`src/rtl/fft_ag_pkg.sv`:
```
package fft_ag_pkg;

  typedef enum logic [1:0] {
    MODE_NONE = 2'd0,
    MODE_LOAD = 2'd1,
    MODE_FFT  = 2'd2,
    MODE_DUMP = 2'd3
  } ag_mode_e;

  typedef enum logic [2:0] {
    ST_IDLE,
    ST_LOAD,
    ST_CALC,
    ST_DRAIN,
    ST_DUMP
  } ag_state_e;

endpackage

```
`src/rtl/fft_ag_index.sv`:
```
// Butterfly operand and twiddle index mapping for one (stage, butterfly) pair.
module fft_ag_index #(
  parameter int LOG2N = 4,
  localparam int AW = LOG2N,
  localparam int KW = LOG2N - 1,
  localparam int SW = (LOG2N > 2) ? $clog2(LOG2N) : 1
) (
  input  logic [SW-1:0] stage,
  input  logic [KW-1:0] bfly,
  output logic [AW-1:0] addr_a,
  output logic [AW-1:0] addr_b,
  output logic [KW-1:0] coef
);

  always_comb begin
    int si;
    si = int'(stage);
    addr_a = '0;
    addr_b = '0;
    // A: a zero bit is inserted at position s into the butterfly index
    for (int i = 0; i < AW; i++) begin
      for (int m = 0; m < KW; m++) begin
        if ((m == i && i < si) || (m == i - 1 && i > si)) begin
          addr_a[i] = bfly[m];
        end
      end
      addr_b[i] = (i == si) ? 1'b1 : addr_a[i];
    end
    // twiddle: low s bits of k moved to the top of the index
    coef = '0;
    for (int j = 0; j < KW; j++) begin
      for (int m = 0; m < KW; m++) begin
        if (m == j + si - KW) begin
          coef[j] = bfly[m];
        end
      end
    end
  end

endmodule

```
`src/rtl/fft_ag_bitrev.sv`:
```
// Reverses the bit order of an address.
module fft_ag_bitrev #(
  parameter int W = 4
) (
  input  logic [W-1:0] din,
  output logic [W-1:0] dout
);

  for (genvar i = 0; i < W; i++) begin : g_rev
    assign dout[i] = din[W-1-i];
  end

endmodule

```
`src/rtl/fft_ag_wrdelay.sv`:
```
// Shift chain carrying read addresses towards their write-back slot.
module fft_ag_wrdelay #(
  parameter int AW    = 4,
  parameter int DEPTH = 4
) (
  input  logic          clk,
  input  logic          rst,
  input  logic          in_v,
  input  logic [AW-1:0] in_a,
  output logic          tail_v,
  output logic [AW-1:0] tail_a,
  output logic          ahead_v
);

  logic [DEPTH-1:0] vld;
  logic [AW-1:0]    adr [DEPTH];

  always_ff @(posedge clk) begin
    if (rst) begin
      vld <= '0;
    end else begin
      vld[0] <= in_v;
      for (int i = 1; i < DEPTH; i++) begin
        vld[i] <= vld[i-1];
      end
    end
  end

  always_ff @(posedge clk) begin
    adr[0] <= in_a;
    for (int i = 1; i < DEPTH; i++) begin
      adr[i] <= adr[i-1];
    end
  end

  assign tail_v = vld[DEPTH-1];
  assign tail_a = adr[DEPTH-1];

  if (DEPTH > 1) begin : g_ahead
    assign ahead_v = |vld[DEPTH-2:0];
  end else begin : g_noahead
    assign ahead_v = 1'b0;
  end

endmodule

```
`src/rtl/fft_addr_gen.sv`:
```
// Address sequencer for an in-place radix-2 FFT with one butterfly engine.
module fft_addr_gen
  import fft_ag_pkg::*;
#(
  parameter int LOG2N     = 4,
  parameter int BF_CYCLES = 4,
  parameter int WR_LAT    = 5,
  localparam int N     = 1 << LOG2N,
  localparam int HALF  = N / 2,
  localparam int AW    = LOG2N,
  localparam int KW    = LOG2N - 1,
  localparam int SW    = (LOG2N > 2) ? $clog2(LOG2N) : 1,
  localparam int PW    = (BF_CYCLES > 2) ? $clog2(BF_CYCLES) : 1,
  localparam int DEPTH = WR_LAT - 1
) (
  input  logic          clk,
  input  logic          rst,
  input  logic          start_i,
  input  logic [1:0]    mode_i,
  input  logic          in_valid_i,
  output logic          busy_o,
  output logic          rd_en_o,
  output logic [AW-1:0] rd_addr_o,
  output logic [KW-1:0] coef_addr_o,
  output logic          wr_en_o,
  output logic [AW-1:0] wr_addr_o,
  output logic          io_done_o,
  output logic          stage_done_o,
  output logic          fft_done_o
);

  ag_state_e     state;
  logic [AW-1:0] io_cnt;
  logic [SW-1:0] stg;
  logic [KW-1:0] bfly;
  logic [PW-1:0] ph;
  logic          rd_calc;

  logic [AW-1:0] op_a, op_b, rev_addr;
  logic [KW-1:0] tw_idx;
  logic          tail_v, ahead_v;
  logic [AW-1:0] tail_a;

  fft_ag_index #(.LOG2N(LOG2N)) u_index (
    .stage  (stg),
    .bfly   (bfly),
    .addr_a (op_a),
    .addr_b (op_b),
    .coef   (tw_idx)
  );

  fft_ag_bitrev #(.W(AW)) u_rev (
    .din  (io_cnt),
    .dout (rev_addr)
  );

  fft_ag_wrdelay #(.AW(AW), .DEPTH(DEPTH)) u_dly (
    .clk     (clk),
    .rst     (rst),
    .in_v    (rd_en_o & rd_calc),
    .in_a    (rd_addr_o),
    .tail_v  (tail_v),
    .tail_a  (tail_a),
    .ahead_v (ahead_v)
  );

  assign busy_o = (state != ST_IDLE);

  always_ff @(posedge clk) begin
    if (rst) begin
      state        <= ST_IDLE;
      io_cnt       <= '0;
      stg          <= '0;
      bfly         <= '0;
      ph           <= '0;
      rd_calc      <= 1'b0;
      rd_en_o      <= 1'b0;
      rd_addr_o    <= '0;
      coef_addr_o  <= '0;
      wr_en_o      <= 1'b0;
      wr_addr_o    <= '0;
      io_done_o    <= 1'b0;
      stage_done_o <= 1'b0;
      fft_done_o   <= 1'b0;
    end else begin
      rd_en_o      <= 1'b0;
      rd_calc      <= 1'b0;
      io_done_o    <= 1'b0;
      stage_done_o <= 1'b0;
      fft_done_o   <= 1'b0;

      // write port: linear fill while loading, delayed read-back otherwise
      if (state == ST_LOAD) begin
        wr_en_o   <= in_valid_i;
        wr_addr_o <= io_cnt;
      end else begin
        wr_en_o   <= tail_v;
        wr_addr_o <= tail_a;
      end

      case (state)
        ST_IDLE: begin
          if (start_i) begin
            case (ag_mode_e'(mode_i))
              MODE_LOAD: begin
                state  <= ST_LOAD;
                io_cnt <= '0;
              end
              MODE_FFT: begin
                state <= ST_CALC;
                stg   <= '0;
                bfly  <= '0;
                ph    <= '0;
              end
              MODE_DUMP: begin
                state  <= ST_DUMP;
                io_cnt <= '0;
              end
              default: state <= ST_IDLE;
            endcase
          end
        end

        ST_LOAD: begin
          if (in_valid_i) begin
            io_cnt <= io_cnt + AW'(1);
            if (io_cnt == AW'(N - 1)) begin
              io_done_o <= 1'b1;
              state     <= ST_IDLE;
            end
          end
        end

        ST_CALC: begin
          if (ph == PW'(0)) begin
            rd_en_o     <= 1'b1;
            rd_calc     <= 1'b1;
            rd_addr_o   <= op_a;
            coef_addr_o <= tw_idx;
          end else if (ph == PW'(1)) begin
            rd_en_o   <= 1'b1;
            rd_calc   <= 1'b1;
            rd_addr_o <= op_b;
          end
          if (ph == PW'(BF_CYCLES - 1)) begin
            ph <= '0;
            if (bfly == KW'(HALF - 1)) begin
              bfly  <= '0;
              state <= ST_DRAIN;
            end else begin
              bfly <= bfly + KW'(1);
            end
          end else begin
            ph <= ph + PW'(1);
          end
        end

        ST_DRAIN: begin
          // done once only the final write-back (if any) remains in the chain
          if (!ahead_v && !(rd_en_o && rd_calc)) begin
            stage_done_o <= 1'b1;
            if (stg == SW'(LOG2N - 1)) begin
              fft_done_o <= 1'b1;
              stg        <= '0;
              state      <= ST_IDLE;
            end else begin
              stg   <= stg + SW'(1);
              state <= ST_CALC;
            end
          end
        end

        ST_DUMP: begin
          rd_en_o   <= 1'b1;
          rd_addr_o <= rev_addr;
          io_cnt    <= io_cnt + AW'(1);
          if (io_cnt == AW'(N - 1)) begin
            io_done_o <= 1'b1;
            state     <= ST_IDLE;
          end
        end

        default: state <= ST_IDLE;
      endcase
    end
  end

endmodule

```
`config.mk`:
```
export PLATFORM = sky130hd
export DESIGN_NAME = fft_addr_gen
export DESIGN_NICKNAME = d
export VERILOG_FILES = /design/src/rtl/fft_ag_pkg.sv /design/src/rtl/fft_ag_index.sv /design/src/rtl/fft_ag_bitrev.sv /design/src/rtl/fft_ag_wrdelay.sv /design/src/rtl/fft_addr_gen.sv
export SDC_FILE = /design/constraint.sdc
export NUM_CORES = 1
export LEC_CHECK = 0
export ABC_AREA = 1
export BUFFER_PORTS_ARGS = -buffer_cell sky130_fd_sc_hd__clkbuf_2
export CORE_UTILIZATION = 35
export CTS_CLUSTER_DIAMETER = 40
export DETAILED_ROUTE_END_ITERATION = 10
export PLACE_DENSITY_LB_ADDON = 0.08
export SYNTH_ARGS = -nofsm -noshare
export SYNTH_HDL_FRONTEND = slang
export SYNTH_SLANG_ARGS = --single-unit
```
`constraint.sdc`:
```
create_clock -name clk -period 1.41 [get_ports clk]
set_clock_uncertainty 0.1 [all_clocks]
set_input_delay 0.141 -clock clk [delete_from_list [all_inputs] [get_ports clk]]
set_output_delay 0.141 -clock clk [all_outputs]
set_load 0.005 [all_outputs]
```
After elaboration in Yosys (flattened, before gate mapping)
Memories as Yosys holds them, arrays and structs flattened. Index checks and enable logic that the tools add are counted.

Flip-flop bits (word level): 35. Latch bits: 0. RAM bits: 16. ROM bits: 0. Bits of input ports: 6. Output and inout port bits: 17. Logic and storage cells: 148. Memories kept: 1.

Memory list: u_dly.adr (depth 4, bits a word 4, rd ports 4, clocked after Yosys merged registers in 0, write ports 4, RTL line fft_ag_wrdelay.sv:16) `logic [AW-1:0] adr [DEPTH];`.

$add $sub $neg: 9. Multiply operators: 0. Divide/modulo/power cells: 0. $lt $le $gt $ge: 6. Eq/ne operators: 29. Shifts and indexed selects: 0. Multiplexer cells: 57. Bitwise logic cells: 4. Reductions and logical operators: 27.

Operators with widths (count): 2-bit by 32-bit == test with 1-bit output (first input constant) (3); 3-bit by 32-bit == test with 1-bit output (first input constant) (3); 32-bit logical NOT (3); 32-bit by 3-bit subtractor with 32-bit output (second input constant) (2); 3-bit two-way mux (10); 1-bit two-way mux (26); 4-bit two-way mux (6); 3-bit case mux with 5 select lines (1); 2-bit two-way mux (6); 2-bit != test (second input constant) (6); 4-bit case mux with 3 select lines (1); 4-bit AND reduction (3); 3-bit case mux with 3 select lines (1); 2-bit == test (second input constant) (4); 2-bit case mux with 2 select lines (2); 4-bit case mux with 2 select lines (1); 3-bit by 2-bit == test with 1-bit output (second input constant) (2); 3-bit == test (second input constant) (2); 3-bit case mux with 2 select lines (1); 2-bit nonzero test (3); 3-bit nonzero test (2); 2-bit OR reduction (3); 3-bit OR reduction (2); 5-bit AND reduction (1); other kinds (26) (38).

Depth between registers and ports, before layout
Gate-level depths: netlist of the first run.

Depth in word-level cells: 7. Gate-level depth with buffers: 10. Depth with buffers taken out: 10.

Cells and area by module
Synthesis of the first run repeated with hierarchy kept, for this count alone.

Cell total of the unflattened synthesis: 296. Area, all modules: 2173.3 µm².

By module, submodules not included: fft_addr_gen (instances 1, cells an instance 234, area an instance 1561.5 µm², sequential area each 620.6 µm²); fft_ag_wrdelay (instances 1, cells an instance 30, area an instance 437.9 µm², sequential area each 400.4 µm²); fft_ag_index (instances 1, cells an instance 28, area an instance 143.9 µm², sequential area each 0.0 µm²); fft_ag_bitrev (instances 1, cells an instance 4, area an instance 30.0 µm², sequential area each 0.0 µm²).

Worst setup path before layout of the first run
OpenSTA, ideal clock, no wires.

Path type: flip-flop to flip-flop. Start: reg stg[0]. End: reg coef_addr_o[1]. Setup time: 0.071 ns. Arrival: 1.291 ns. Required time: 1.239 ns. Setup slack: -0.051 ns. Cell stages (with the launch flop): 8. Path buffers: 0. Clock period less this slack: 1.461 ns. Cell sequence: dfxtp_1 ha_1 inv_1 o21ai_0 nand3_1 nand2_1 nand3_1 a21oi_1.

Longest elaborated chain between the ends: 6. Elaborated cells on any way between the ends: 8. Those cells by class: add/sub: 2; eq/ne: 2; mux: 3; reduce/logical: 1.

RTL lines: start: declaration (RTL line fft_addr_gen.sv:34) `logic [SW-1:0] stg;`; start signal: assignment (RTL line fft_addr_gen.sv:167) `stg <= stg + SW'(1);`; 1-bit by 2-bit adder with 3-bit output (*) (RTL line fft_ag_index.sv:33) `if (m == j + si - KW) begin`; 32-bit by 3-bit subtractor with 32-bit output (*) (RTL line fft_ag_index.sv:33); 32-bit logical NOT (RTL line fft_ag_index.sv:33); 1-bit two-way mux (2 in series) (RTL line fft_ag_index.sv:33); 1-bit two-way mux (*) (RTL line fft_ag_index.sv:33); end signal: assignment (RTL line fft_addr_gen.sv:139) `coef_addr_o <= tw_idx;`; end: declaration (RTL line fft_addr_gen.sv:24) `output logic [KW-1:0] coef_addr_o,`.

Every way passes the cells marked *; elsewhere a longest branch is shown, timed or not. A chain may end at the register's enable or synchronous reset.

Worst setup path in the final report of the first run
Start: reg state[0]. End: out busy_o.

Longest elaborated chain between the ends: 1.

RTL lines: start: declaration (RTL line fft_addr_gen.sv:32) `ag_state_e state;`; start signal: assignment (RTL line fft_addr_gen.sv:71) `state <= ST_IDLE;`; start signal: assignment (RTL line fft_addr_gen.sv:106) `state <= ST_LOAD;`; start signal: assignment (RTL line fft_addr_gen.sv:110) `state <= ST_CALC;`; 3-bit nonzero test (RTL line fft_addr_gen.sv:67) `assign busy_o = (state != ST_IDLE);`; end: declaration (RTL line fft_addr_gen.sv:21) `output logic busy_o,`.

Every way passes these cells.

==> report_table.html, run 1 <==
<table>
<tr><th>Metric</th><th>Value</th></tr>
<tr><th colspan="2">Outcome</th></tr>
<tr><td>Run status</td><td>finished with violations</td></tr>
<tr><td>Failing checks</td><td>setup timing</td></tr>
<tr><th colspan="2">Clocking</th></tr>
<tr><td>Number of clock sinks</td><td>51</td></tr>
<tr><td>Clock buffers created by TritonCTS</td><td>5</td></tr>
<tr><td>CTS H-tree depth</td><td>2</td></tr>
<tr><td>Number of buffers on the longest clock path</td><td>2</td></tr>
<tr><td>CTS root buf</td><td>sky130_fd_sc_hd__clkbuf_8</td></tr>
<tr><td># hold bufs at CTS</td><td>0</td></tr>
<tr><td>CTS tree</td><td>done</td></tr>
<tr><td>Clk_lat worst skew</td><td>about 0.30 ns</td></tr>
<tr><td>Clock Pin Slew Worst Setup and Hold Paths</td><td>around 0.1 ns</td></tr>
<tr><th colspan="2">Routing</th></tr>
<tr><td>Routed length per instance</td><td>between 10 and 15 microns</td></tr>
<tr><td>Via count</td><td>roughly 1,900</td></tr>
<tr><td>Residual DRC count</td><td>0</td></tr>
<tr><td>Count of TritonRoute iterations in the first routing pass</td><td>4</td></tr>
<tr><td>Count of antenna-violating nets left after detailed routing</td><td>0</td></tr>
<tr><td>Drt first-iter violations</td><td>70</td></tr>
<tr><td>Drt via density</td><td>~4.5</td></tr>
<tr><td>Aggregate routed wire length</td><td>slightly below 5 mm</td></tr>
<tr><th colspan="2">Cells and area</th></tr>
<tr><td>Commonest non-fill, non-tap cell in the layout</td><td>sky130_fd_sc_hd__nand2_1</td></tr>
<tr><td>Number of antenna repair diodes</td><td>0</td></tr>
<tr><td>Final standard cell area without fillers</td><td>between 2000 and 3000 sq um</td></tr>
<tr><td>Number of nets in the finished design</td><td>roughly 360</td></tr>
<tr><td>Area overhead of the layout relative to synthesis</td><td>37.8%</td></tr>
<tr><td>Fraction of layout cells with a size suffix above 1</td><td>0.390</td></tr>
<tr><td>Most frequent cells in the layout</td><td>44 x sky130_fd_sc_hd__nand2_1, 43 x sky130_fd_sc_hd__dfxtp_1, 38 x sky130_fd_sc_hd__nor2_1, 33 x sky130_fd_sc_hd__buf_4</td></tr>
<tr><td>Count of placed standard cells in the final layout, fillers left out</td><td>roughly 420</td></tr>
<tr><td>Count of filler cells inserted in the layout</td><td>599</td></tr>
<tr><th colspan="2">Timing</th></tr>
<tr><td>Endpoints failing hold</td><td>0</td></tr>
<tr><td>Worst hold-check slack</td><td>0.0573 ns</td></tr>
<tr><td>Clock period minus final worst setup slack</td><td>1.43 ns</td></tr>
<tr><td>Post-route worst setup slack</td><td>-0.0156 ns</td></tr>
<tr><td>Total negative slack</td><td>-0.0156 ns</td></tr>
<tr><td>Normalized max-slew margin</td><td>0.770</td></tr>
<tr><td>Final worst-path cycle share</td><td>1.01</td></tr>
<tr><td>Final setup violation count</td><td>1</td></tr>
<tr><td>Slew at the pin closest to its max-slew limit</td><td>0.345 ns</td></tr>
<tr><td>Highest clock frequency the design can meet</td><td>around 700 MHz</td></tr>
<tr><td>Pins Over Slew Limit</td><td>0</td></tr>
<tr><td>Unrepaired setup endpoints after global routing</td><td>yes</td></tr>
<tr><th colspan="2">Critical path</th></tr>
<tr><td>Top fanout value on the critical path</td><td>4</td></tr>
<tr><td>CP Capture Type</td><td>output port</td></tr>
<tr><td>CP startpoint</td><td>state[0]</td></tr>
<tr><td>Terminus of the critical flop-to-flop path</td><td>stg[1]</td></tr>
<tr><td>Critical path required time</td><td>between 1 and 1.5 ns</td></tr>
<tr><td>Register-to-Register Setup Slack</td><td>approximately 0.010 ns</td></tr>
<tr><td>Worst Path Arrival</td><td>1.18 ns</td></tr>
<tr><td>Kind of critical path</td><td>register to output port</td></tr>
<tr><td>Depth of the worst register-to-register path</td><td>7</td></tr>
<tr><td>Startpoint of the worst register-to-register path</td><td>state[0]</td></tr>
<tr><td>Element type at the critical path start</td><td>register</td></tr>
<tr><td>Worst setup path end</td><td>busy_o</td></tr>
<tr><th colspan="2">GRT</th></tr>
<tr><td>Maximum number of pins on one net before global-route repair</td><td>19</td></tr>
<tr><td>Tot GR Track Use</td><td>0.165</td></tr>
<tr><td>Via count of the first global-routing pass</td><td>1,746</td></tr>
<tr><td>Number of antenna violations at the first check in global routing</td><td>0</td></tr>
<tr><td>GRT overflow</td><td>0</td></tr>
<tr><td>First-pass GRT wire length</td><td>between 8 and 9 mm</td></tr>
<tr><th colspan="2">Placed design</th></tr>
<tr><td>Placed wire-length estimate</td><td>between 3 and 4 mm</td></tr>
<tr><td>Port Buffer Count</td><td>22</td></tr>
<tr><td>Total instance count after detailed placement</td><td>approximately 400</td></tr>
<tr><td>Total placed instance area</td><td>around 2600 sq um</td></tr>
<tr><td>DP Worst Slack</td><td>-0.168 ns</td></tr>
<tr><td>Final RePlAce weighted congestion</td><td>0.784</td></tr>
<tr><th colspan="2">Synthesis</th></tr>
<tr><td>Number of nets in the synthesized netlist</td><td>approximately 300</td></tr>
<tr><td>Cell variety after synth</td><td>29</td></tr>
<tr><td>Synthesized area</td><td>2150 sq um</td></tr>
<tr><td>Number of warnings printed during yosys synthesis</td><td>0</td></tr>
<tr><td>Post-Synthesis Mean Instance Area</td><td>approximately 8 sq um</td></tr>
<tr><td>Flop and latch count out of synthesis</td><td>just over 50</td></tr>
<tr><td>Instance count of the mapped netlist</td><td>275</td></tr>
<tr><td>Sequential element share of the synthesized area</td><td>0.475</td></tr>
<tr><th colspan="2">Job</th></tr>
<tr><td>MaxCap Viol Count</td><td>0</td></tr>
<tr><th colspan="2">Floorplanning</th></tr>
<tr><td>Area of the core</td><td>slightly below 6000 sq um</td></tr>
<tr><td>Full die area</td><td>roughly 6500 sq um</td></tr>
<tr><td>I/O pin count</td><td>23</td></tr>
<tr><td>Width of the die</td><td>80.4 microns</td></tr>
<tr><td>Die span in y</td><td>roughly 80 microns</td></tr>
<tr><td>Effective utilization at floorplan</td><td>0.363</td></tr>
<tr><td>Number of rows in the core area</td><td>28</td></tr>
<tr><th colspan="2">Power and ir drop</th></tr>
<tr><td>PD cells</td><td>between 1500 and 2000 nW/um^2</td></tr>
<tr><td>Leakage power of the design</td><td>~0.0013 uW</td></tr>
<tr><td>Worst-case vdd ir drop</td><td>approximately 780 uV</td></tr>
<tr><th colspan="2">Worst hold path</th></tr>
<tr><td>Hold/Removal Path Class</td><td>input port to register</td></tr>
</table>
registers in the layout (all words and copies together), names as in the netlist:
name / cells
u_dly.adr: 16
io_cnt: 4
rd_addr_o: 4
u_dly.vld: 4
wr_addr_o: 4
bfly: 3
coef_addr_o: 3
state: 3
ph: 2
stg: 2
fft_done_o: 1
io_done_o: 1
rd_calc: 1
rd_en_o: 1
stage_done_o: 1
wr_en_o: 1
timing repair:
item,CTS,global route
hold endpoints to repair,0,0
resized for setup,16,52
endpoints found under the setup margin,24,21
buffers inserted,2,3
pin swaps,2,8
area by class of cell:
| class | count | area, sq um | share of cell area |
|---|---|---|---|
| timing repair buffer | 61 | 434 | 0.146 |
| multi-input combinational | 190 | 1180 | 0.398 |
| tap | 75 | 93.8 | 0.0317 |
| clock inverter | 3 | 28.8 | 0.00971 |
| sequential | 51 | 1040 | 0.351 |
| clock buffer | 5 | 68.8 | 0.0232 |
| inverter | 31 | 119 | 0.0401 |
metal layers:
metal | wire (microns) | share of wire | track usage
met5 | 0 | 0 | 0
met4 | 60 | 0.012 | 0.0518
met3 | 139 | 0.028 | 0.0375
met2 | 2400 | 0.48 | 0.281
met1 | 2350 | 0.48 | 0.205
through the flow:
| step | utilization | total power, uW |
|---|---|---|
| final | 0.501 | 5300 |
| after floorplan | - | 3170 |
| after global placement | 0.444 | 4020 |
| after global routing | 0.501 | 5750 |
| after CTS | 0.470 | 5010 |
| after detailed placement | 0.444 | 4010 |
cell usage after synthesis, drive strengths merged:
cell type	instances	area share
a21oi	10	0.023
a22oi	1	0.0035
a31oi	1	0.0029
clkbuf	3	0.0052
dfxtp	51	0.47
ha	13	0.076
inv	31	0.054
nand2	51	0.095
nand3	20	0.049
nand3b	2	0.0087
nand4	2	0.0058
nor2	56	0.10
nor3	4	0.0093
nor3b	1	0.0035
nor4	2	0.0058
o211a	1	0.0047
o211ai	3	0.010
o21ai	19	0.049
o31ai	1	0.0035
or2	1	0.0029
xnor2	2	0.0081
worst min-delay path by stage:
| stage | cells after the start | end | from | slack, ns |
|---|---|---|---|---|
| 6_report | 3 | io_done_o | in_valid_i | 0.06 |
| 5_1_grt | 3 | io_done_o | in_valid_i | 0.07 |
| 4_1_cts | 3 | io_done_o | in_valid_i | 0.02 |
| 3_5_place_dp | 0 | u_dly.adr[2][1] | u_dly.adr[1][1] | 0.21 |
| 3_3_place_gp | 0 | u_dly.adr[1][2] | u_dly.adr[0][2] | 0.21 |
| 2_1_floorplan | 1 | ph[1] | rst | 0.11 |
critical path, cell delays in order, from the launching register on:
cell	delay, ns
sky130_fd_sc_hd__dfxtp_4	0.37
sky130_fd_sc_hd__nor2_4	0.18
sky130_fd_sc_hd__nand2_4	0.10
sky130_fd_sc_hd__buf_6	0.13
sky130_fd_sc_hd__clkbuf_2	0.10
kinds of logic after synthesis:
group | synth area share
flip-flops | 0.475
buffers and inverters | 0.0593
AND/OR/NAND/NOR | 0.284
AO/OA/AOI/OAI | 0.0977
adder cells (fa/ha/maj) | 0.0756
XOR/XNOR | 0.00815
power breakdown:
part / switching (uW) / internal, uW
registers: 205 / 1830
clock network: 516 / 368
logic: 1300 / 1090
total: 2020 / 3280
Power figures use the tool's default switching activity.
==> inputs of run 2 (changes only) <==
- SETUP_SLACK_MARGIN: not set -> 0.05
==> report_table.html, run 2 (synthesis gave the netlist of run 1 again) <==
<table>
<tr><th>Metric</th><th>Value</th></tr>
<tr><th colspan="2">Clocking</th></tr>
<tr><td>Clock Pin Slew Worst Setup and Hold Paths</td><td>about 0.11 ns</td></tr>
<tr><td>Clk_lat worst skew</td><td>a little over 0.3 ns</td></tr>
<tr><td># hold bufs at CTS</td><td>0</td></tr>
<tr><td>CTS tree</td><td>done</td></tr>
<tr><td>Clock buffers created by TritonCTS</td><td>5</td></tr>
<tr><td>CTS root buf</td><td>sky130_fd_sc_hd__clkbuf_8</td></tr>
<tr><td>Number of buffers on the longest clock path</td><td>2</td></tr>
<tr><td>Number of clock sinks</td><td>51</td></tr>
<tr><td>CTS H-tree depth</td><td>2</td></tr>
<tr><th colspan="2">Job</th></tr>
<tr><td>MaxCap Viol Count</td><td>0</td></tr>
<tr><th colspan="2">Critical path</th></tr>
<tr><td>Worst Path Arrival</td><td>between 1 and 1.5 ns</td></tr>
<tr><td>Element type at the critical path start</td><td>register</td></tr>
<tr><td>Critical path required time</td><td>~1.2 ns</td></tr>
<tr><td>CP Capture Type</td><td>output port</td></tr>
<tr><td>Top fanout value on the critical path</td><td>5</td></tr>
<tr><td>Kind of critical path</td><td>register to output port</td></tr>
<tr><th colspan="2">Routing</th></tr>
<tr><td>Count of antenna-violating nets left after detailed routing</td><td>0</td></tr>
<tr><td>Routed length per instance</td><td>about 12 microns</td></tr>
<tr><td>Aggregate routed wire length</td><td>4.91 mm</td></tr>
<tr><td>Drt first-iter violations</td><td>66</td></tr>
<tr><td>Residual DRC count</td><td>0</td></tr>
<tr><td>Drt via density</td><td>4.57</td></tr>
<tr><td>Count of TritonRoute iterations in the first routing pass</td><td>4</td></tr>
<tr><td>Via count</td><td>between 1,500 and 2,000</td></tr>
<tr><th colspan="2">Cells and area</th></tr>
<tr><td>Area overhead of the layout relative to synthesis</td><td>34.4%</td></tr>
<tr><td>Number of nets in the finished design</td><td>358</td></tr>
<tr><td>Number of antenna repair diodes</td><td>0</td></tr>
<tr><td>Most frequent cells in the layout</td><td>46 x sky130_fd_sc_hd__nor2_1, 45 x sky130_fd_sc_hd__nand2_1, 43 x sky130_fd_sc_hd__dfxtp_1, 37 x sky130_fd_sc_hd__buf_4, 23 x sky130_fd_sc_hd__inv_1</td></tr>
<tr><td>Flip-flop count of the largest register, all copies and words added</td><td>16</td></tr>
<tr><td>Register containing the most flip-flops in the final layout</td><td>u_dly.adr</td></tr>
<tr><td>Commonest non-fill, non-tap cell in the layout</td><td>sky130_fd_sc_hd__nor2_1</td></tr>
<tr><td>Final standard cell area without fillers</td><td>2890 sq um</td></tr>
<tr><td>Fraction of layout cells with a size suffix above 1</td><td>0.344</td></tr>
<tr><th colspan="2">Timing</th></tr>
<tr><td>Slew at the pin closest to its max-slew limit</td><td>0.277 ns</td></tr>
<tr><td>Unrepaired setup endpoints after global routing</td><td>yes</td></tr>
<tr><td>Final setup violation count</td><td>1</td></tr>
<tr><td>Endpoints failing hold</td><td>0</td></tr>
<tr><td>Pins Over Slew Limit</td><td>0</td></tr>
<tr><td>Clock period minus final worst setup slack</td><td>1.42 ns</td></tr>
<tr><td>Post-route worst setup slack</td><td>-0.0120 ns</td></tr>
<tr><td>Normalized max-slew margin</td><td>0.814</td></tr>
<tr><td>Highest clock frequency the design can meet</td><td>approximately 700 MHz</td></tr>
<tr><td>Final worst-path cycle share</td><td>1.01</td></tr>
<tr><th colspan="2">Power and ir drop</th></tr>
<tr><td>Leakage power of the design</td><td>between 0.001 and 0.0015 uW</td></tr>
<tr><td>Worst-case vdd ir drop</td><td>approximately 630 uV</td></tr>
<tr><td>Net switching fraction of the power</td><td>0.377</td></tr>
<tr><td>Clk pwr share</td><td>0.174</td></tr>
<tr><td>Net switching power of the design</td><td>~1900 uW</td></tr>
<tr><td>PD cells</td><td>approximately 1800 nW/um^2</td></tr>
<tr><td>Comb pwr share</td><td>0.430</td></tr>
<tr><td>Sequential group share of total power</td><td>0.396</td></tr>
<tr><td>Internal Dissipation</td><td>about 3200 uW</td></tr>
<tr><td>Overall power after layout</td><td>approximately 5100 uW</td></tr>
<tr><th colspan="2">Floorplanning</th></tr>
<tr><td>Width of the die</td><td>about 80 microns</td></tr>
<tr><td>Full die area</td><td>roughly 6500 sq um</td></tr>
<tr><td>Effective utilization at floorplan</td><td>0.363</td></tr>
<tr><td>Area of the core</td><td>5920 sq um</td></tr>
<tr><td>Number of rows in the core area</td><td>28</td></tr>
<tr><td>I/O pin count</td><td>23</td></tr>
<tr><td>Die span in y</td><td>approximately 80 microns</td></tr>
<tr><th colspan="2">Placed design</th></tr>
<tr><td>DP Worst Slack</td><td>-0.0941 ns</td></tr>
<tr><td>Port Buffer Count</td><td>22</td></tr>
<tr><td>Final RePlAce weighted congestion</td><td>just over 0.8</td></tr>
<tr><td>Placed wire-length estimate</td><td>between 3 and 4 mm</td></tr>
<tr><td>Total placed instance area</td><td>between 2000 and 3000 sq um</td></tr>
<tr><th colspan="2">GRT</th></tr>
<tr><td>GRT overflow</td><td>0</td></tr>
<tr><td>Via count of the first global-routing pass</td><td>about 1,700</td></tr>
<tr><td>Number of antenna violations at the first check in global routing</td><td>0</td></tr>
<tr><td>First-pass GRT wire length</td><td>7.79 mm</td></tr>
<tr><td>Maximum number of pins on one net before global-route repair</td><td>19</td></tr>
<tr><td>Tot GR Track Use</td><td>0.160</td></tr>
<tr><th colspan="2">Outcome</th></tr>
<tr><td>Run status</td><td>finished with violations</td></tr>
<tr><td>Failing checks</td><td>setup timing</td></tr>
<tr><th colspan="2">Worst hold path</th></tr>
<tr><td>Hold/Removal Path Class</td><td>input port to register</td></tr>
</table>
==> run 2: cell types whose count changed in the layout (fill, tap and decap cells not counted), sizes merged <==
cell	previous run	this run
buf	39	38
==> run 2: timing repair <==
action / 4_1_cts / 5_1_grt
endpoints found under the setup margin: 23 / 22
gates resized for setup: 21 / 19
pin swaps: 3 / 2
setup buffers: 2 / 1
==> run 2: power groups by stage <==
stage          clock network (uW)  registers [uW]  logic [uW]
3_5_place_dp                    0            2040        2010
3_3_place_gp                    0            2040        2010
4_1_cts                       924            2020        2110
6_report                      896            2040        2210
2_1_floorplan                   0            2060        1140
5_1_grt                       983            2080        2490
==> run 2: metal layers <==
layer | share of wire | GRT usage | up-vias
met5 | 0 | 0 | -
met4 | 0.0053 | 0.0375 | 0
met3 | 0.029 | 0.0341 | 2
met2 | 0.49 | 0.281 | 24
met1 | 0.48 | 0.198 | 857
li1 | - | - | 1014
==> run 2: layout make-up <==
class | instances | area, sq um
clock buffer | 5 | 68.8
clock inverter | 3 | 28.8
fill | 614 | 3030
inverter | 31 | 124
multi-input combinational | 190 | 1130
sequential | 51 | 1040
tap | 75 | 93.8
timing repair buffer | 60 | 408
==> run 2: worst max-delay path, cell delays in order, from the launching register on <==
cell	delay [ns]
sky130_fd_sc_hd__dfxtp_2	0.37
sky130_fd_sc_hd__nor2_4	0.15
sky130_fd_sc_hd__nand2_2	0.11
sky130_fd_sc_hd__buf_4	0.15
sky130_fd_sc_hd__clkbuf_2	0.10
==> run 2: path summary, 6_finish.rpt <==
path / startpoint / endpoint / slack [ns] / cells after the start
max: state[0] / busy_o / -0.01 / 4
min: in_valid_i / io_done_o / 0.02 / 3
max reg2reg: state[0] / rd_addr_o[3] / 0.01 / 7
min reg2reg: u_dly.adr[0][0] / u_dly.adr[1][0] / 0.23 / 0
==> run 2: stage by stage <==
step	cells	hold WS [ns]	utilization	TNS [ns]
after global routing	415	0.0265	0.488	-0.747
final	415	0.0161	0.488	-0.0120
after floorplan	275	0.103	-	0
after detailed placement	404	0.212	0.448	-0.653
after global placement	404	0.211	0.448	-0.599
after CTS	414	0.0130	0.476	-0.0233
==> inputs of run 3 (changes only) <==
- HOLD_SLACK_MARGIN: not set -> 0.08
==> report_table.html, run 3 (synthesis gave the netlist of run 1 again) <==
<table>
<tr><th>Metric</th><th>Value</th></tr>
<tr><th colspan="2">GRT</th></tr>
<tr><td>GRT overflow</td><td>0</td></tr>
<tr><td>Number of antenna violations at the first check in global routing</td><td>0</td></tr>
<tr><td>Via count of the first global-routing pass</td><td>~1,700</td></tr>
<tr><td>Tot GR Track Use</td><td>0.160</td></tr>
<tr><td>First-pass GRT wire length</td><td>roughly 7.8 mm</td></tr>
<tr><td>Maximum number of pins on one net before global-route repair</td><td>19</td></tr>
<tr><th colspan="2">Cells and area</th></tr>
<tr><td>Register containing the most flip-flops in the final layout</td><td>u_dly.adr</td></tr>
<tr><td>Most frequent cells in the layout</td><td>46 x sky130_fd_sc_hd__nor2_1, 45 x sky130_fd_sc_hd__nand2_1, 43 x sky130_fd_sc_hd__dfxtp_1, 37 x sky130_fd_sc_hd__buf_4, 23 x sky130_fd_sc_hd__inv_1</td></tr>
<tr><td>Flip-flop count of the largest register, all copies and words added</td><td>16</td></tr>
<tr><td>Number of nets in the finished design</td><td>roughly 360</td></tr>
<tr><td>Area overhead of the layout relative to synthesis</td><td>34.8%</td></tr>
<tr><td>Count of filler cells inserted in the layout</td><td>610</td></tr>
<tr><td>Number of antenna repair diodes</td><td>0</td></tr>
<tr><td>Fraction of layout cells with a size suffix above 1</td><td>0.343</td></tr>
<tr><td>Core Util, Final</td><td>0.490</td></tr>
<tr><td>Commonest non-fill, non-tap cell in the layout</td><td>sky130_fd_sc_hd__nor2_1</td></tr>
<tr><th colspan="2">Power and ir drop</th></tr>
<tr><td>Net switching fraction of the power</td><td>0.377</td></tr>
<tr><td>Worst-case vdd ir drop</td><td>approximately 630 uV</td></tr>
<tr><td>Leakage power of the design</td><td>~0.0013 uW</td></tr>
<tr><td>Comb pwr share</td><td>0.430</td></tr>
<tr><td>Sequential group share of total power</td><td>0.396</td></tr>
<tr><td>Overall power after layout</td><td>slightly above 5000 uW</td></tr>
<tr><td>Internal Dissipation</td><td>~3200 uW</td></tr>
<tr><td>Clk pwr share</td><td>0.174</td></tr>
<tr><td>PD cells</td><td>~1800 nW/um^2</td></tr>
<tr><td>Net switching power of the design</td><td>just under 2000 uW</td></tr>
<tr><th colspan="2">Critical path</th></tr>
<tr><td>Depth of the worst register-to-register path</td><td>7</td></tr>
<tr><td>CP startpoint</td><td>state[0]</td></tr>
<tr><td>CP Capture Type</td><td>output port</td></tr>
<tr><td>Top fanout value on the critical path</td><td>5</td></tr>
<tr><td>Terminus of the critical flop-to-flop path</td><td>rd_addr_o[3]</td></tr>
<tr><td>Worst Path Arrival</td><td>around 1.2 ns</td></tr>
<tr><td>Register-to-Register Setup Slack</td><td>roughly 0.01 ns</td></tr>
<tr><td>Worst setup path end</td><td>busy_o</td></tr>
<tr><td>Element type at the critical path start</td><td>register</td></tr>
<tr><td>Startpoint of the worst register-to-register path</td><td>state[0]</td></tr>
<tr><td>Kind of critical path</td><td>register to output port</td></tr>
<tr><td>Critical path required time</td><td>1.17 ns</td></tr>
<tr><th colspan="2">Clocking</th></tr>
<tr><td>CTS tree</td><td>done</td></tr>
<tr><td>CTS H-tree depth</td><td>2</td></tr>
<tr><td>Clock buffers created by TritonCTS</td><td>5</td></tr>
<tr><td>Number of buffers on the longest clock path</td><td>2</td></tr>
<tr><td>CTS root buf</td><td>sky130_fd_sc_hd__clkbuf_8</td></tr>
<tr><td>Number of clock sinks</td><td>51</td></tr>
<tr><td>Clk_lat worst skew</td><td>between 0.3 and 0.4 ns</td></tr>
<tr><td>Clock Pin Slew Worst Setup and Hold Paths</td><td>between 0.1 and 0.15 ns</td></tr>
<tr><th colspan="2">Timing</th></tr>
<tr><td>Final setup violation count</td><td>1</td></tr>
<tr><td>Normalized max-slew margin</td><td>0.814</td></tr>
<tr><td>Pins Over Slew Limit</td><td>0</td></tr>
<tr><td>Endpoints failing hold</td><td>0</td></tr>
<tr><td>Post-route worst setup slack</td><td>-0.0121 ns</td></tr>
<tr><td>Unrepaired setup endpoints after global routing</td><td>yes</td></tr>
<tr><td>Slew at the pin closest to its max-slew limit</td><td>approximately 0.28 ns</td></tr>
<tr><td>Clock period minus final worst setup slack</td><td>1.42 ns</td></tr>
<tr><td>Highest clock frequency the design can meet</td><td>between 700 and 800 MHz</td></tr>
<tr><td>Final worst-path cycle share</td><td>1.01</td></tr>
<tr><td>Worst hold-check slack</td><td>~0.074 ns</td></tr>
<tr><th colspan="2">Floorplanning</th></tr>
<tr><td>Effective utilization at floorplan</td><td>0.363</td></tr>
<tr><td>I/O pin count</td><td>23</td></tr>
<tr><td>Number of rows in the core area</td><td>28</td></tr>
<tr><td>Die span in y</td><td>about 80 microns</td></tr>
<tr><td>Full die area</td><td>approximately 6500 sq um</td></tr>
<tr><td>Area of the core</td><td>5920 sq um</td></tr>
<tr><td>Width of the die</td><td>between 80 and 90 microns</td></tr>
<tr><th colspan="2">Worst hold path</th></tr>
<tr><td>Hold/Removal Path Class</td><td>input port to register</td></tr>
<tr><th colspan="2">Placed design</th></tr>
<tr><td>Port Buffer Count</td><td>22</td></tr>
<tr><td>Placed wire-length estimate</td><td>3.73 mm</td></tr>
<tr><td>Final RePlAce weighted congestion</td><td>roughly 0.83</td></tr>
<tr><th colspan="2">Routing</th></tr>
<tr><td>Count of TritonRoute iterations in the first routing pass</td><td>4</td></tr>
<tr><td>Residual DRC count</td><td>0</td></tr>
<tr><td>Count of antenna-violating nets left after detailed routing</td><td>0</td></tr>
<tr><td>Drt via density</td><td>4.57</td></tr>
<tr><td>Via count</td><td>~1,900</td></tr>
<tr><td>Routed length per instance</td><td>between 10 and 15 microns</td></tr>
<tr><td>Aggregate routed wire length</td><td>~5 mm</td></tr>
<tr><td>Drt first-iter violations</td><td>between 50 and 60</td></tr>
<tr><th colspan="2">Outcome</th></tr>
<tr><td>Failing checks</td><td>setup timing</td></tr>
<tr><td>Run status</td><td>finished with violations</td></tr>
<tr><th colspan="2">Job</th></tr>
<tr><td>MaxCap Viol Count</td><td>0</td></tr>
</table>
## run 3: cell count changes in the layout (fill, tap and decap cells not counted), sizes merged
| cell | previous run | this run |
|---|---|---|
| dlygate4sd3 | 0 | 1 |
## run 3: worst max-delay path: stages, from the launching register on
cell,delay [ns]
sky130_fd_sc_hd__dfxtp_2,0.37
sky130_fd_sc_hd__nor2_4,0.15
sky130_fd_sc_hd__nand2_2,0.11
sky130_fd_sc_hd__buf_4,0.15
sky130_fd_sc_hd__clkbuf_2,0.10
## run 3: what timing repair did
action                                  in CTS  in global routing
hold buffers                                 1                  0
endpoints found under the hold margin        1                  0
buffers inserted                             2                  1
pin swaps                                    3                  2
endpoints found under the setup margin      23                 22
resized for setup                           21                 19
## run 3: cell type report
| cell class | count | area [sq um] | share of cell area |
|---|---|---|---|
| clock buffers | 5 | 68.8 | 0.0237 |
| clock inverters | 3 | 28.8 | 0.00992 |
| inverters | 31 | 124 | 0.0427 |
| multi-input cells | 190 | 1130 | 0.388 |
| flip-flops and latches | 51 | 1040 | 0.359 |
| well taps | 75 | 93.8 | 0.0324 |
| repair buffers | 61 | 418 | 0.144 |
## run 3: routing by layer
metal	up-vias	GRT usage	wire [microns]
li1	1016	-	-
met3	2	0.0341	133
met4	0	0.0375	26
met5	-	0	0
met2	22	0.281	2420
met1	861	0.198	2330
## run 3: how the worst min path moves through the flow
stage | to | cells past startpoint | slack (ns) | start
2_1_floorplan | ph[1] | 1 | 0.10 | rst
3_3_place_gp | u_dly.adr[2][1] | 0 | 0.21 | u_dly.adr[1][1]
3_5_place_dp | u_dly.adr[1][0] | 0 | 0.21 | u_dly.adr[0][0]
4_1_cts | rd_addr_o[0] | 4 | 0.08 | rst
5_1_grt | rd_addr_o[0] | 4 | 0.11 | rst
6_report | rd_addr_o[0] | 4 | 0.07 | rst
## run 3: power groups by stage
stage	clock network, uW	logic [uW]	registers (uW)
after CTS	924	2110	2020
after floorplan	0	1140	2060
after global routing	983	2490	2080
after detailed placement	0	2010	2040
after global placement	0	2010	2040
final	896	2210	2040
## run 3: per-stage QoR
| stage | setup TNS (ns) | cells | setup slack (ns) | instance area (sq um) |
|---|---|---|---|---|
| after CTS | -0.0233 | 415 | -0.0152 | 2830 |
| after detailed placement | -0.653 | 404 | -0.0941 | 2650 |
| final | -0.0121 | 416 | -0.0121 | 2900 |
| after global routing | -0.747 | 416 | -0.0853 | 2900 |
| after global placement | -0.599 | 404 | -0.0915 | 2650 |
| after floorplan | 0 | 275 | 0.0378 | 2190 |
